`src/rtl/can_mode_pkg.sv`:
```
package can_mode_pkg;

  typedef enum logic [2:0] {
    MD_NORM = 3'b000,
    MD_DIS  = 3'b001,
    MD_LOOP = 3'b010,
    MD_LSTN = 3'b011,
    MD_INIT = 3'b100,
    MD_LALL = 3'b111
  } can_mode_e;

  typedef struct packed {
    logic rx_en;
    logic err_clr;
    logic err_run;
    logic ack_err_en;
    logic accept_all;
    logic cfg_wr_en;
    logic tx_pin_own;
    logic rx_pin_own;
    logic loop_sel;
  } path_ctl_t;

  function automatic logic mode_code_ok(input logic [2:0] code);
    return (code != 3'b101) && (code != 3'b110);
  endfunction

  function automatic logic mode_can_tx(input can_mode_e m);
    return (m == MD_NORM) || (m == MD_LOOP);
  endfunction

endpackage

```
`src/rtl/can_idle_mon.sv`:
```
module can_idle_mon #(
  parameter int IDLE_BITS = 11
) (
  input  logic clk,
  input  logic rst_n,
  input  logic bit_tick,
  input  logic rx_in,
  input  logic restart,
  output logic idle_ok
);
  localparam int CW = $clog2(IDLE_BITS + 1);
  localparam logic [CW-1:0] LIMIT = CW'(IDLE_BITS);

  logic [CW-1:0] run_q;

  always_ff @(posedge clk) begin
    if (!rst_n || restart) begin
      run_q <= '0;
    end else if (bit_tick) begin
      if (!rx_in)              run_q <= '0;
      else if (run_q != LIMIT) run_q <= run_q + 1'b1;
    end
  end

  assign idle_ok = (run_q == LIMIT);
endmodule

```
`src/rtl/can_mode_seq.sv`:
```
module can_mode_seq
  import can_mode_pkg::*;
(
  input  logic       clk,
  input  logic       rst_n,
  input  logic [2:0] mode_req,
  input  logic       tx_busy,
  input  logic       tx_req,
  input  logic       idle_ok,
  output can_mode_e  mode_q,
  output logic       pending,
  output logic       switch_now,
  output logic       abort_pulse
);
  can_mode_e tgt_q;
  logic      abort_lvl, abort_lvl_q;

  assign pending    = (tgt_q != mode_q);
  assign switch_now = pending && idle_ok && !((tgt_q == MD_INIT) && tx_busy);
  assign abort_lvl  = mode_can_tx(mode_q) && !idle_ok && tx_req && (tgt_q == MD_DIS);

  always_ff @(posedge clk) begin
    if (!rst_n) begin
      mode_q      <= MD_INIT;
      tgt_q       <= MD_INIT;
      abort_lvl_q <= 1'b0;
      abort_pulse <= 1'b0;
    end else begin
      if (switch_now)             mode_q <= tgt_q;
      if (mode_code_ok(mode_req)) tgt_q  <= can_mode_e'(mode_req);
      abort_lvl_q <= abort_lvl;
      abort_pulse <= abort_lvl && !abort_lvl_q;
    end
  end
endmodule

```
`src/rtl/can_wake_det.sv`:
```
module can_wake_det #(
  parameter int FILT_BITS = 3
) (
  input  logic clk,
  input  logic rst_n,
  input  logic in_disable,
  input  logic bit_tick,
  input  logic rx_in,
  input  logic filt_on,
  output logic wake_evt
);
  localparam int FW = $clog2(FILT_BITS + 1);
  localparam logic [FW-1:0] FLIM = FW'(FILT_BITS);

  logic [FW-1:0] dom_q;

  always_ff @(posedge clk) begin
    if (!rst_n || !in_disable) begin
      dom_q    <= '0;
      wake_evt <= 1'b0;
    end else if (bit_tick && !rx_in) begin
      if (dom_q != FLIM) dom_q <= dom_q + 1'b1;
      wake_evt <= filt_on ? (dom_q == FLIM - 1'b1) : 1'b1;
    end else begin
      if (bit_tick) dom_q <= '0;
      wake_evt <= 1'b0;
    end
  end
endmodule

```
`src/rtl/can_path_ctrl.sv`:
```
module can_path_ctrl
  import can_mode_pkg::*;
(
  input  can_mode_e mode,
  input  logic      tx_req,
  input  logic      idle_ok,
  input  logic      pending,
  input  logic      rx_in,
  input  logic      tx_bit,
  output path_ctl_t ctl,
  output logic      tx_grant,
  output logic      rx_core
);
  always_comb begin
    ctl = '0;
    unique case (mode)
      MD_INIT: begin
        ctl.err_clr    = 1'b1;
        ctl.cfg_wr_en  = 1'b1;
        ctl.tx_pin_own = 1'b1;
        ctl.rx_pin_own = 1'b1;
      end
      MD_NORM: begin
        ctl.rx_en      = 1'b1;
        ctl.err_run    = 1'b1;
        ctl.ack_err_en = 1'b1;
        ctl.tx_pin_own = 1'b1;
        ctl.rx_pin_own = 1'b1;
      end
      MD_LOOP: begin
        ctl.rx_en      = 1'b1;
        ctl.err_run    = 1'b1;
        ctl.ack_err_en = 1'b1;
        ctl.loop_sel   = 1'b1;
      end
      MD_LSTN: begin
        ctl.rx_en      = 1'b1;
        ctl.rx_pin_own = 1'b1;
      end
      MD_LALL: begin
        ctl.rx_en      = 1'b1;
        ctl.accept_all = 1'b1;
        ctl.rx_pin_own = 1'b1;
      end
      default: ctl = '0;
    endcase
  end

  assign tx_grant = tx_req && mode_can_tx(mode) && idle_ok && !pending;
  assign rx_core  = ctl.loop_sel ? tx_bit : (ctl.rx_pin_own ? rx_in : 1'b1);
endmodule

```
`src/rtl/can_mode_ctrl.sv`:
```
module can_mode_ctrl
  import can_mode_pkg::*;
#(
  parameter int IDLE_BITS      = 11,
  parameter int WAKE_FILT_BITS = 3
) (
  input  logic       clk,
  input  logic       rst_n,
  input  logic [2:0] mode_req,
  input  logic       bit_tick,
  input  logic       rx_in,
  input  logic       tx_bit,
  input  logic       tx_busy,
  input  logic       tx_req,
  input  logic       wake_filt_en,
  input  logic       sleep_mode,
  output logic [2:0] mode_stat,
  output logic       tx_grant,
  output logic       tx_abort,
  output logic       tx_req_clr,
  output logic       rx_en,
  output logic       err_cnt_clr,
  output logic       err_cnt_run,
  output logic       ack_err_en,
  output logic       accept_all,
  output logic       cfg_wr_en,
  output logic       tx_pin_own,
  output logic       rx_pin_own,
  output logic       loop_sel,
  output logic       rx_core,
  output logic       wake_evt
);
  can_mode_e mode;
  logic      idle_ok, pending, switch_now, abort_pulse;
  path_ctl_t ctl;

  can_idle_mon #(.IDLE_BITS(IDLE_BITS)) u_idle (
    .clk(clk), .rst_n(rst_n), .bit_tick(bit_tick), .rx_in(rx_in),
    .restart(switch_now), .idle_ok(idle_ok)
  );

  can_mode_seq u_seq (
    .clk(clk), .rst_n(rst_n), .mode_req(mode_req), .tx_busy(tx_busy),
    .tx_req(tx_req), .idle_ok(idle_ok), .mode_q(mode), .pending(pending),
    .switch_now(switch_now), .abort_pulse(abort_pulse)
  );

  can_wake_det #(.FILT_BITS(WAKE_FILT_BITS)) u_wake (
    .clk(clk), .rst_n(rst_n), .in_disable(mode == MD_DIS), .bit_tick(bit_tick),
    .rx_in(rx_in), .filt_on(wake_filt_en && sleep_mode), .wake_evt(wake_evt)
  );

  can_path_ctrl u_path (
    .mode(mode), .tx_req(tx_req), .idle_ok(idle_ok), .pending(pending),
    .rx_in(rx_in), .tx_bit(tx_bit), .ctl(ctl), .tx_grant(tx_grant),
    .rx_core(rx_core)
  );

  assign mode_stat   = mode;
  assign tx_abort    = abort_pulse;
  assign tx_req_clr  = abort_pulse;
  assign rx_en       = ctl.rx_en;
  assign err_cnt_clr = ctl.err_clr;
  assign err_cnt_run = ctl.err_run;
  assign ack_err_en  = ctl.ack_err_en;
  assign accept_all  = ctl.accept_all;
  assign cfg_wr_en   = ctl.cfg_wr_en;
  assign tx_pin_own  = ctl.tx_pin_own;
  assign rx_pin_own  = ctl.rx_pin_own;
  assign loop_sel    = ctl.loop_sel;
endmodule

```
`config.mk`:
```
export PLATFORM = sky130hd
export DESIGN_NAME = can_mode_ctrl
export DESIGN_NICKNAME = d
export VERILOG_FILES = /design/src/rtl/can_mode_pkg.sv /design/src/rtl/can_idle_mon.sv /design/src/rtl/can_mode_seq.sv /design/src/rtl/can_wake_det.sv /design/src/rtl/can_path_ctrl.sv /design/src/rtl/can_mode_ctrl.sv
export SDC_FILE = /design/constraint.sdc
export NUM_CORES = 1
export LEC_CHECK = 0
export BUFFER_PORTS_ARGS = -buffer_cell sky130_fd_sc_hd__buf_2
export CORE_MARGIN = 2
export CORE_UTILIZATION = 35
export DETAILED_ROUTE_END_ITERATION = 8
export PLACE_DENSITY = 0.62
export SLEW_MARGIN = 30
export SYNTH_ARGS = -nofsm -noshare
export SYNTH_HDL_FRONTEND = slang
export SYNTH_SLANG_ARGS = --single-unit
```
`constraint.sdc`:
```
create_clock -name clk -period 1.7 [get_ports clk]
set_input_delay 0.34 -clock clk [delete_from_list [all_inputs] [get_ports clk]]
set_output_delay 0.34 -clock clk [all_outputs]
set_load 0.01 [all_outputs]
```
==> reports/metrics.yaml, run 1 <==
run_status:
  status: "completed"
layout:
  multi_input_area_um2: 510
  area_growth_pct: 24.0
  regArea_um2: 315
  num_antenna_cells: 0
  n_fill_cell: 234
  drive_gt1_share_pct: 39.1
  nets: 144
  finish.utilization_pct: 47.1
grt:
  grt.total_usage_pct: 14.2
  antenna_found_initial: 0
  grt_max_degree: 11
  grt_pass1_wl_um: 2910
  grt_pass1_vias: 683
  overflow: 0
timing:
  worst_pin_slew_ps: 283
  skew_ps: 8.44
  fin_crit_ps: 1600
  tns_ps: 0
  rsz0062_at_grt: "false"
  max_freq_mhz: 623
  hold_viol_final: 0
  finalSetupViolations: 0
  worst_slew_margin_rel_pct: 81.1
  drv_slew: 0
  timing.hold.ws_ps: 293
  period_share_pct: 94.4
detailed_routing:
  drcViolationCount: 0
  dr_total_vias: 771
  dr.pass1.iters: 4
  antenna_left: 0
  wl_um: 1750
  viasPerCell: 4.94
  drtIter0Drc: 14
  routedWlPerCell_um: 11.2
setup_path:
  critPathKind: "reg -> out"
  rr_startpoint: "u_idle.run_q[0]$_SDFFE_PP0P_"
  crit_required_ps: 1360
  critical_path_peak_fanout: 7
  critical-path-max-stage-delay_ps: 380
  start_kind: "flip-flop"
  worstReg2RegEnd: "u_seq.mode_q[0]$_SDFFE_PN0P_"
  cp_top_family: "flip-flops"
  cp_slowest_cell: "dfxtp_2"
  crit_path_cell_trace: "ha_4, nand3b_4, nor3_2, buf_2"
  rrSetupSlack_ps: 460
  crit_arrival_ps: 1260
  cp_num_buf_inv: 1
  end_kind: "output port"
  rr_worst_depth: 5
die:
  dieArea_mm2: 0.00286
  die_x_um: 53.5
  die_h_um: 53.5
  pin_count: 29
  core_mm2: 0.00225
  num_rows: 17
  initial_utilization_pct: 38.0
min_path:
  holdPathStages: 2
  min_to: "u_seq.tgt_q[2]$_SDFFE_PN1P_"
  min_path_type: "in -> reg"
  hp-start: "rst_n"
power_and_ir_drop:
  ir_worst_vdd_mv: 0.289
  cellLeakagePower_nw: 0.474
  p_per_area_mw_per_mm2: 603
  clockPowerShare_pct: 32.3
  power_switching_w: 0.000159
  intPower_w: 0.000481
  p_comb_share_pct: 10.5
  p_sw_share_pct: 24.8
  p_seq_share_pct: 57.2
flow_run:
  cap_violations: 0
placed_design:
  dp_hpwl_um: 1320
  portBuffers: 28
  gp_congestion: 0.775
synthesis:
  synth_edf_count: 0
  syn_nets: 115
  ys_seq_area_share_pct: 35.1
  synth_ff_type: "dfxtp_1"
  synth-async-reset-ratio_pct: 0
  ys_types: 32
  synth_top_family_by_area: "simple AND/OR/NAND/NOR gates"
  syn_avg_cell_area_um2: 8.56
  yosysWarnings: 0
  synth_xor_area_share_pct: 6.14
  synth-compound-area-share_pct: 15.8
  synth_seq_cells: 15
  synth-simple-area-share_pct: 28.7
  synth_commonest_cells: "15 x dfxtp_1, 10 x nor2_1, 9 x nand2_1, 9 x o21ai_0, 6 x a21oi_1"
  yosysTopAreaCellShare_pct: 35.1
  synth.area.mux_share_pct: 2.34
  synthCells: 100
  synth_top_area_cell: "dfxtp_1"
  netlist_area_um2: 856
  synth_top_cells_by_area: "dfxtp_1 35%, o21ai_0 5.3%, xnor2_1 5.1%, ha_1 4.4%, nor2_1 4.4%"
  synth_fa_ha_area_share_pct: 4.39
  synth.most_common_cell: "dfxtp_1"
clocking:
  cts.clk_slew.worst_paths_ps: 80
  cts_sinks: 15
  cts-htree-levels: 1
  hold_buffers: 0
  cts_tree: "built"
  clk_latency_ps: 290
  cts_buffers: 3
  cts_max_path_buffers: 2
  clock-root-buffer: "clkbuf_4"
## placed cells by master, fill, tap and decap left out, types with 2 or more instances in the layout
cell type / netlist / routed
buf_2: 0 / 28
nor2_1: 10 / 9
o21ai_0: 9 / 9
nand2_1: 9 / 9
dfxtp_1: 15 / 7
a21oi_1: 6 / 6
dfxtp_2: 0 / 6
inv_1: 5 / 5
xnor2_1: 5 / 5
nor3_2: 2 / 3
nor3_1: 4 / 3
nor2b_1: 3 / 3
clkbuf_4: 0 / 3
and2_1: 2 / 2
nand4_1: 2 / 2
a21o_1: 2 / 2
a21boi_0: 2 / 2
mux2i_1: 2 / 2
ha_1: 3 / 2
buf_4: 4 / 2
dfxtp_4: 0 / 2
## power groups by stage
stage / clock, W / sequential [W] / combinational, W
2_1_floorplan: 0 / 0.000372 / 0.0000387
3_3_place_gp: 0 / 0.000375 / 0.0000641
3_5_place_dp: 0 / 0.000375 / 0.0000660
4_1_cts: 0.000209 / 0.000368 / 0.0000669
5_1_grt: 0.000230 / 0.000368 / 0.0000764
6_report: 0.000207 / 0.000366 / 0.0000672
## area by class of cell
| class | instances | area share, % |
|---|---|---|
| clock buffers | 4 | 2.48 |
| well taps | 28 | 3.30 |
| inverters | 5 | 1.77 |
| multi-input cells | 74 | 48.1 |
| flip-flops and latches | 15 | 29.7 |
| repair buffers | 30 | 14.6 |
## metal layers
metal / track usage [%] / share of wire (%) / routed length (um)
met4: 9.40 / 2.6 / 45
met3: 3.11 / 7.9 / 139
met1: 17.2 / 42 / 738
met2: 22.2 / 47 / 829
met5: 0 / 0 / 0
## cell families after synthesis
| group | count (synthesis) |
|---|---|
| multiplexers | 2 |
| AO/OA/AOI/OAI | 22 |
| XOR/XNOR | 6 |
| adder cells (fa/ha/maj) | 3 |
| flip-flops | 15 |
| buffers and inverters | 11 |
| AND/OR/NAND/NOR | 41 |
## through the flow
step | cell area [um2] | cells | total power (W) | setup WS (ps)
CTS | 1030 | 155 | 0.000644 | 7.94
floorplan | 856 | 100 | 0.000411 | 204
global route | 1060 | 156 | 0.000675 | 1.73
detailed placement | 992 | 151 | 0.000441 | 219
global placement | 992 | 151 | 0.000439 | 256
finish | 1060 | 156 | 0.000640 | 95.4
## worst max-delay path by stage
| stage | cells past startpoint | slack (ps) | start | end |
|---|---|---|---|---|
| after floorplan | 4 | 200 | u_seq.mode_q[0]$_SDFFE_PN0P_ | tx_grant |
| after global placement | 4 | 260 | u_seq.mode_q[2]$_SDFFE_PN1P_ | tx_grant |
| after detailed placement | 4 | 220 | u_seq.mode_q[0]$_SDFFE_PN0P_ | tx_grant |
| after CTS | 4 | 8 | u_seq.mode_q[1]$_SDFFE_PN0P_ | tx_grant |
| after global routing | 4 | 2 | u_idle.run_q[0]$_SDFFE_PP0P_ | tx_grant |
| final | 4 | 100 | u_idle.run_q[0]$_SDFFE_PP0P_ | tx_grant |
## registers in the layout, indices dropped and copies added, names as in the netlist
name,flops
u_seq.mode_q,3
u_idle.run_q,4
u_seq.abort_pulse,1
u_seq.tgt_q,3
u_seq.abort_lvl_q,1
u_wake.dom_q,2
u_wake.wake_evt,1
## what timing repair did
item                                    4_1_cts  5_1_grt
gates resized for setup                       5        9
pin swaps                                     0        2
gates cloned                                  0        0
endpoints found under the setup margin        1        1
setup buffers                                 0        1
No activity file was read; power rests on OpenSTA's default activity.
==> inputs of run 2 (changes only) <==
==> constraint.sdc (replaced) <==
create_clock -name clk -period 1.7 [get_ports clk]
set_input_delay 0.34 -clock clk [delete_from_list [all_inputs] [get_ports clk]]
set_output_delay 0.34 -clock clk [all_outputs]
set_load 0.05 [all_outputs]
==> reports/metrics.yaml, run 2 (synthesis results as in run 1) <==
clocking:
  cts_tree: "built"  # unchanged
  cts_buffers: 3  # unchanged
  clk_latency_ps: 270  # was 290 ps
  cts_max_path_buffers: 2  # unchanged
  hold_buffers: 0  # unchanged
  cts.clk_slew.worst_paths_ps: 90  # was 80 ps
  cts_sinks: 15  # unchanged
  clock-root-buffer: "clkbuf_4"  # unchanged
  cts-htree-levels: 1  # unchanged
timing:
  worst_slew_margin_rel_pct: 78.3  # was 81.1%
  fin_crit_ps: 1650  # was 1600 ps
  worst_pin_slew_ps: 322  # was 283 ps
  rsz0062_at_grt: "true"  # was false
  hold_viol_final: 0  # unchanged
  period_share_pct: 96.9  # was 94.4%
  skew_ps: 2.92  # was 8.44 ps
  max_freq_mhz: 607  # was 623 MHz
  drv_slew: 0  # unchanged
  finalSetupViolations: 0  # unchanged
detailed_routing:
  routedWlPerCell_um: 11.6  # was 11.2 um
  drcViolationCount: 0  # unchanged
  dr.pass1.iters: 4  # unchanged
  viasPerCell: 4.88  # was 4.94
  drtIter0Drc: 8  # was 14
  dr_total_vias: 791  # was 771
  antenna_left: 0  # unchanged
  wl_um: 1890  # was 1750 um
grt:
  grt_pass1_vias: 745  # was 683
  grt_max_degree: 10  # was 11
  grt.total_usage_pct: 14.2  # about the same
  overflow: 0  # unchanged
  antenna_found_initial: 0  # unchanged
  grt_pass1_wl_um: 3020  # was 2910 um
layout:
  layout_commonest_cell: "buf_2"  # unchanged
  area_growth_pct: 39.8  # was 24.0%
  layout_common_cells: "25 x buf_2, 8 x o21ai_0, 8 x nand2_1, 8 x dfxtp_1"  # was 28 x buf_2, 9 x nor2_1, 9 x o21ai_0, 9 x nand2_1, 7 x dfxtp_1
  num_antenna_cells: 0  # unchanged
  drive_gt1_share_pct: 49.3  # was 39.1%
  largest_register: "u_idle.run_q"  # unchanged
  top_regs: "u_idle.run_q (4), u_seq.mode_q (3), u_seq.tgt_q (3)"  # unchanged
  largest_reg_flops: 4  # unchanged
  nets: 150  # was 144
  finish.utilization_pct: 53.1  # was 47.1%
  stdcell_area_mm2: 0.00120  # was 0.00106 mm2
  n_fill_cell: 223  # was 234
die:
  core_mm2: 0.00225  # unchanged
  num_rows: 17  # unchanged
  pin_count: 29  # unchanged
  die_h_um: 53.5  # unchanged
  die_x_um: 53.5  # unchanged
  initial_utilization_pct: 38.0  # unchanged
  dieArea_mm2: 0.00286  # unchanged
setup_path:
  crit_end: "tx_grant"  # unchanged
  crit_required_ps: 1360  # about the same
  rr_startpoint: "u_idle.run_q[0]$_SDFFE_PP0P_"  # unchanged
  critPathKind: "reg -> out"  # unchanged
  crit_arrival_ps: 1310  # was 1260 ps
  rrSetupSlack_ps: 270  # was 460 ps
  cp-startpoint: "u_seq.mode_q[1]$_SDFFE_PN0P_"  # was u_idle.run_q[0]$_SDFFE_PP0P_
  start_kind: "flip-flop"  # unchanged
  rr_worst_depth: 6  # was 5
  worstReg2RegEnd: "u_seq.mode_q[1]$_SDFFE_PN0P_"  # was u_seq.mode_q[0]$_SDFFE_PN0P_
  end_kind: "output port"  # unchanged
  critical_path_peak_fanout: 6  # was 7
power_and_ir_drop:
  p_sw_share_pct: 25.1  # was 24.8%
  p_comb_share_pct: 13.2  # was 10.5%
  clockPowerShare_pct: 30.9  # was 32.3%
  power_switching_w: 0.000164  # was 0.000159 W
  p_per_area_mw_per_mm2: 546  # was 603 mW/mm2
  cellLeakagePower_nw: 0.550  # was 0.474 nW
  intPower_w: 0.000490  # was 0.000481 W
  ir_worst_vdd_mv: 0.270  # was 0.289 mV
  p_seq_share_pct: 55.9  # was 57.2%
run_status:
  status: "completed"  # unchanged
placed_design:
  portBuffers: 28  # unchanged
  gp_congestion: 0.715  # was 0.775
  postPlaceCellArea_mm2: 0.00106  # was 992 um2
  dp_hpwl_um: 1400  # was 1320 um
flow_run:
  cap_violations: 0  # unchanged
min_path:
  min_path_type: "in -> reg"  # unchanged
[run 2: what timing repair did]
item | CTS | global route
endpoints found under the setup margin | 2 | 3
pin swaps | 0 | 2
gates resized for setup | 6 | 14
buffers inserted | 4 | 1
[run 2: worst min path at each step]
stage / from / endpoint / cells after the start
detailed placement: u_seq.abort_lvl_q$_SDFF_PN0_ / u_seq.abort_pulse$_SDFF_PN0_ / 1
finish: rst_n / u_seq.tgt_q[2]$_SDFFE_PN1P_ / 2
global placement: u_seq.abort_lvl_q$_SDFF_PN0_ / u_seq.abort_pulse$_SDFF_PN0_ / 1
CTS: rst_n / u_seq.tgt_q[2]$_SDFFE_PN1P_ / 2
floorplan: u_seq.abort_lvl_q$_SDFF_PN0_ / u_seq.abort_pulse$_SDFF_PN0_ / 1
global route: rst_n / u_seq.tgt_q[2]$_SDFFE_PN1P_ / 2
[run 2: metal layers]
layer  up-vias  wire length (um)  global-route usage (%)
li1        410                 -                       -
met1       363               838                    16.6
met2        16               955                    25.3
met3         2                65                    1.69
met4         0                27                    6.41
met5         -                 0                       0
[run 2: through the flow]
step	instances	TNS [ps]	hold slack [ps]	power (W)	setup slack, ps
after floorplan	100	-200	375	0.000416	-83.9
after global placement	153	0	381	0.000446	151
after detailed placement	153	0	386	0.000449	129
after CTS	161	0	304	0.000646	11.2
after global routing	162	-12.0	314	0.000679	-12.0
final	162	0	298	0.000653	53.3
[run 2: power groups by stage]
stage	registers (W)	logic, W	clock network (W)
2_1_floorplan	0.000371	0.0000449	0
3_3_place_gp	0.000372	0.0000741	0
3_5_place_dp	0.000372	0.0000764	0
4_1_cts	0.000363	0.0000783	0.000205
5_1_grt	0.000367	0.0000950	0.000218
6_report	0.000365	0.0000864	0.000202
[run 2: layout make-up]
| type | count | area (um2) | area share, % |
|---|---|---|---|
| multi-input cells | 74 | 571 | 47.7 |
| flip-flops and latches | 15 | 314 | 26.3 |
| repair buffers | 36 | 231 | 19.4 |
| well taps | 28 | 35.0 | 2.93 |
| clock buffers | 4 | 26.3 | 2.20 |
| inverters | 5 | 18.8 | 1.57 |
[run 2: critical path, cell delays in order, from the launching register on]
cell	delay, ps
dfxtp_4	380
xnor2_2	170
nand3_2	130
nor3_4	180
buf_6	170
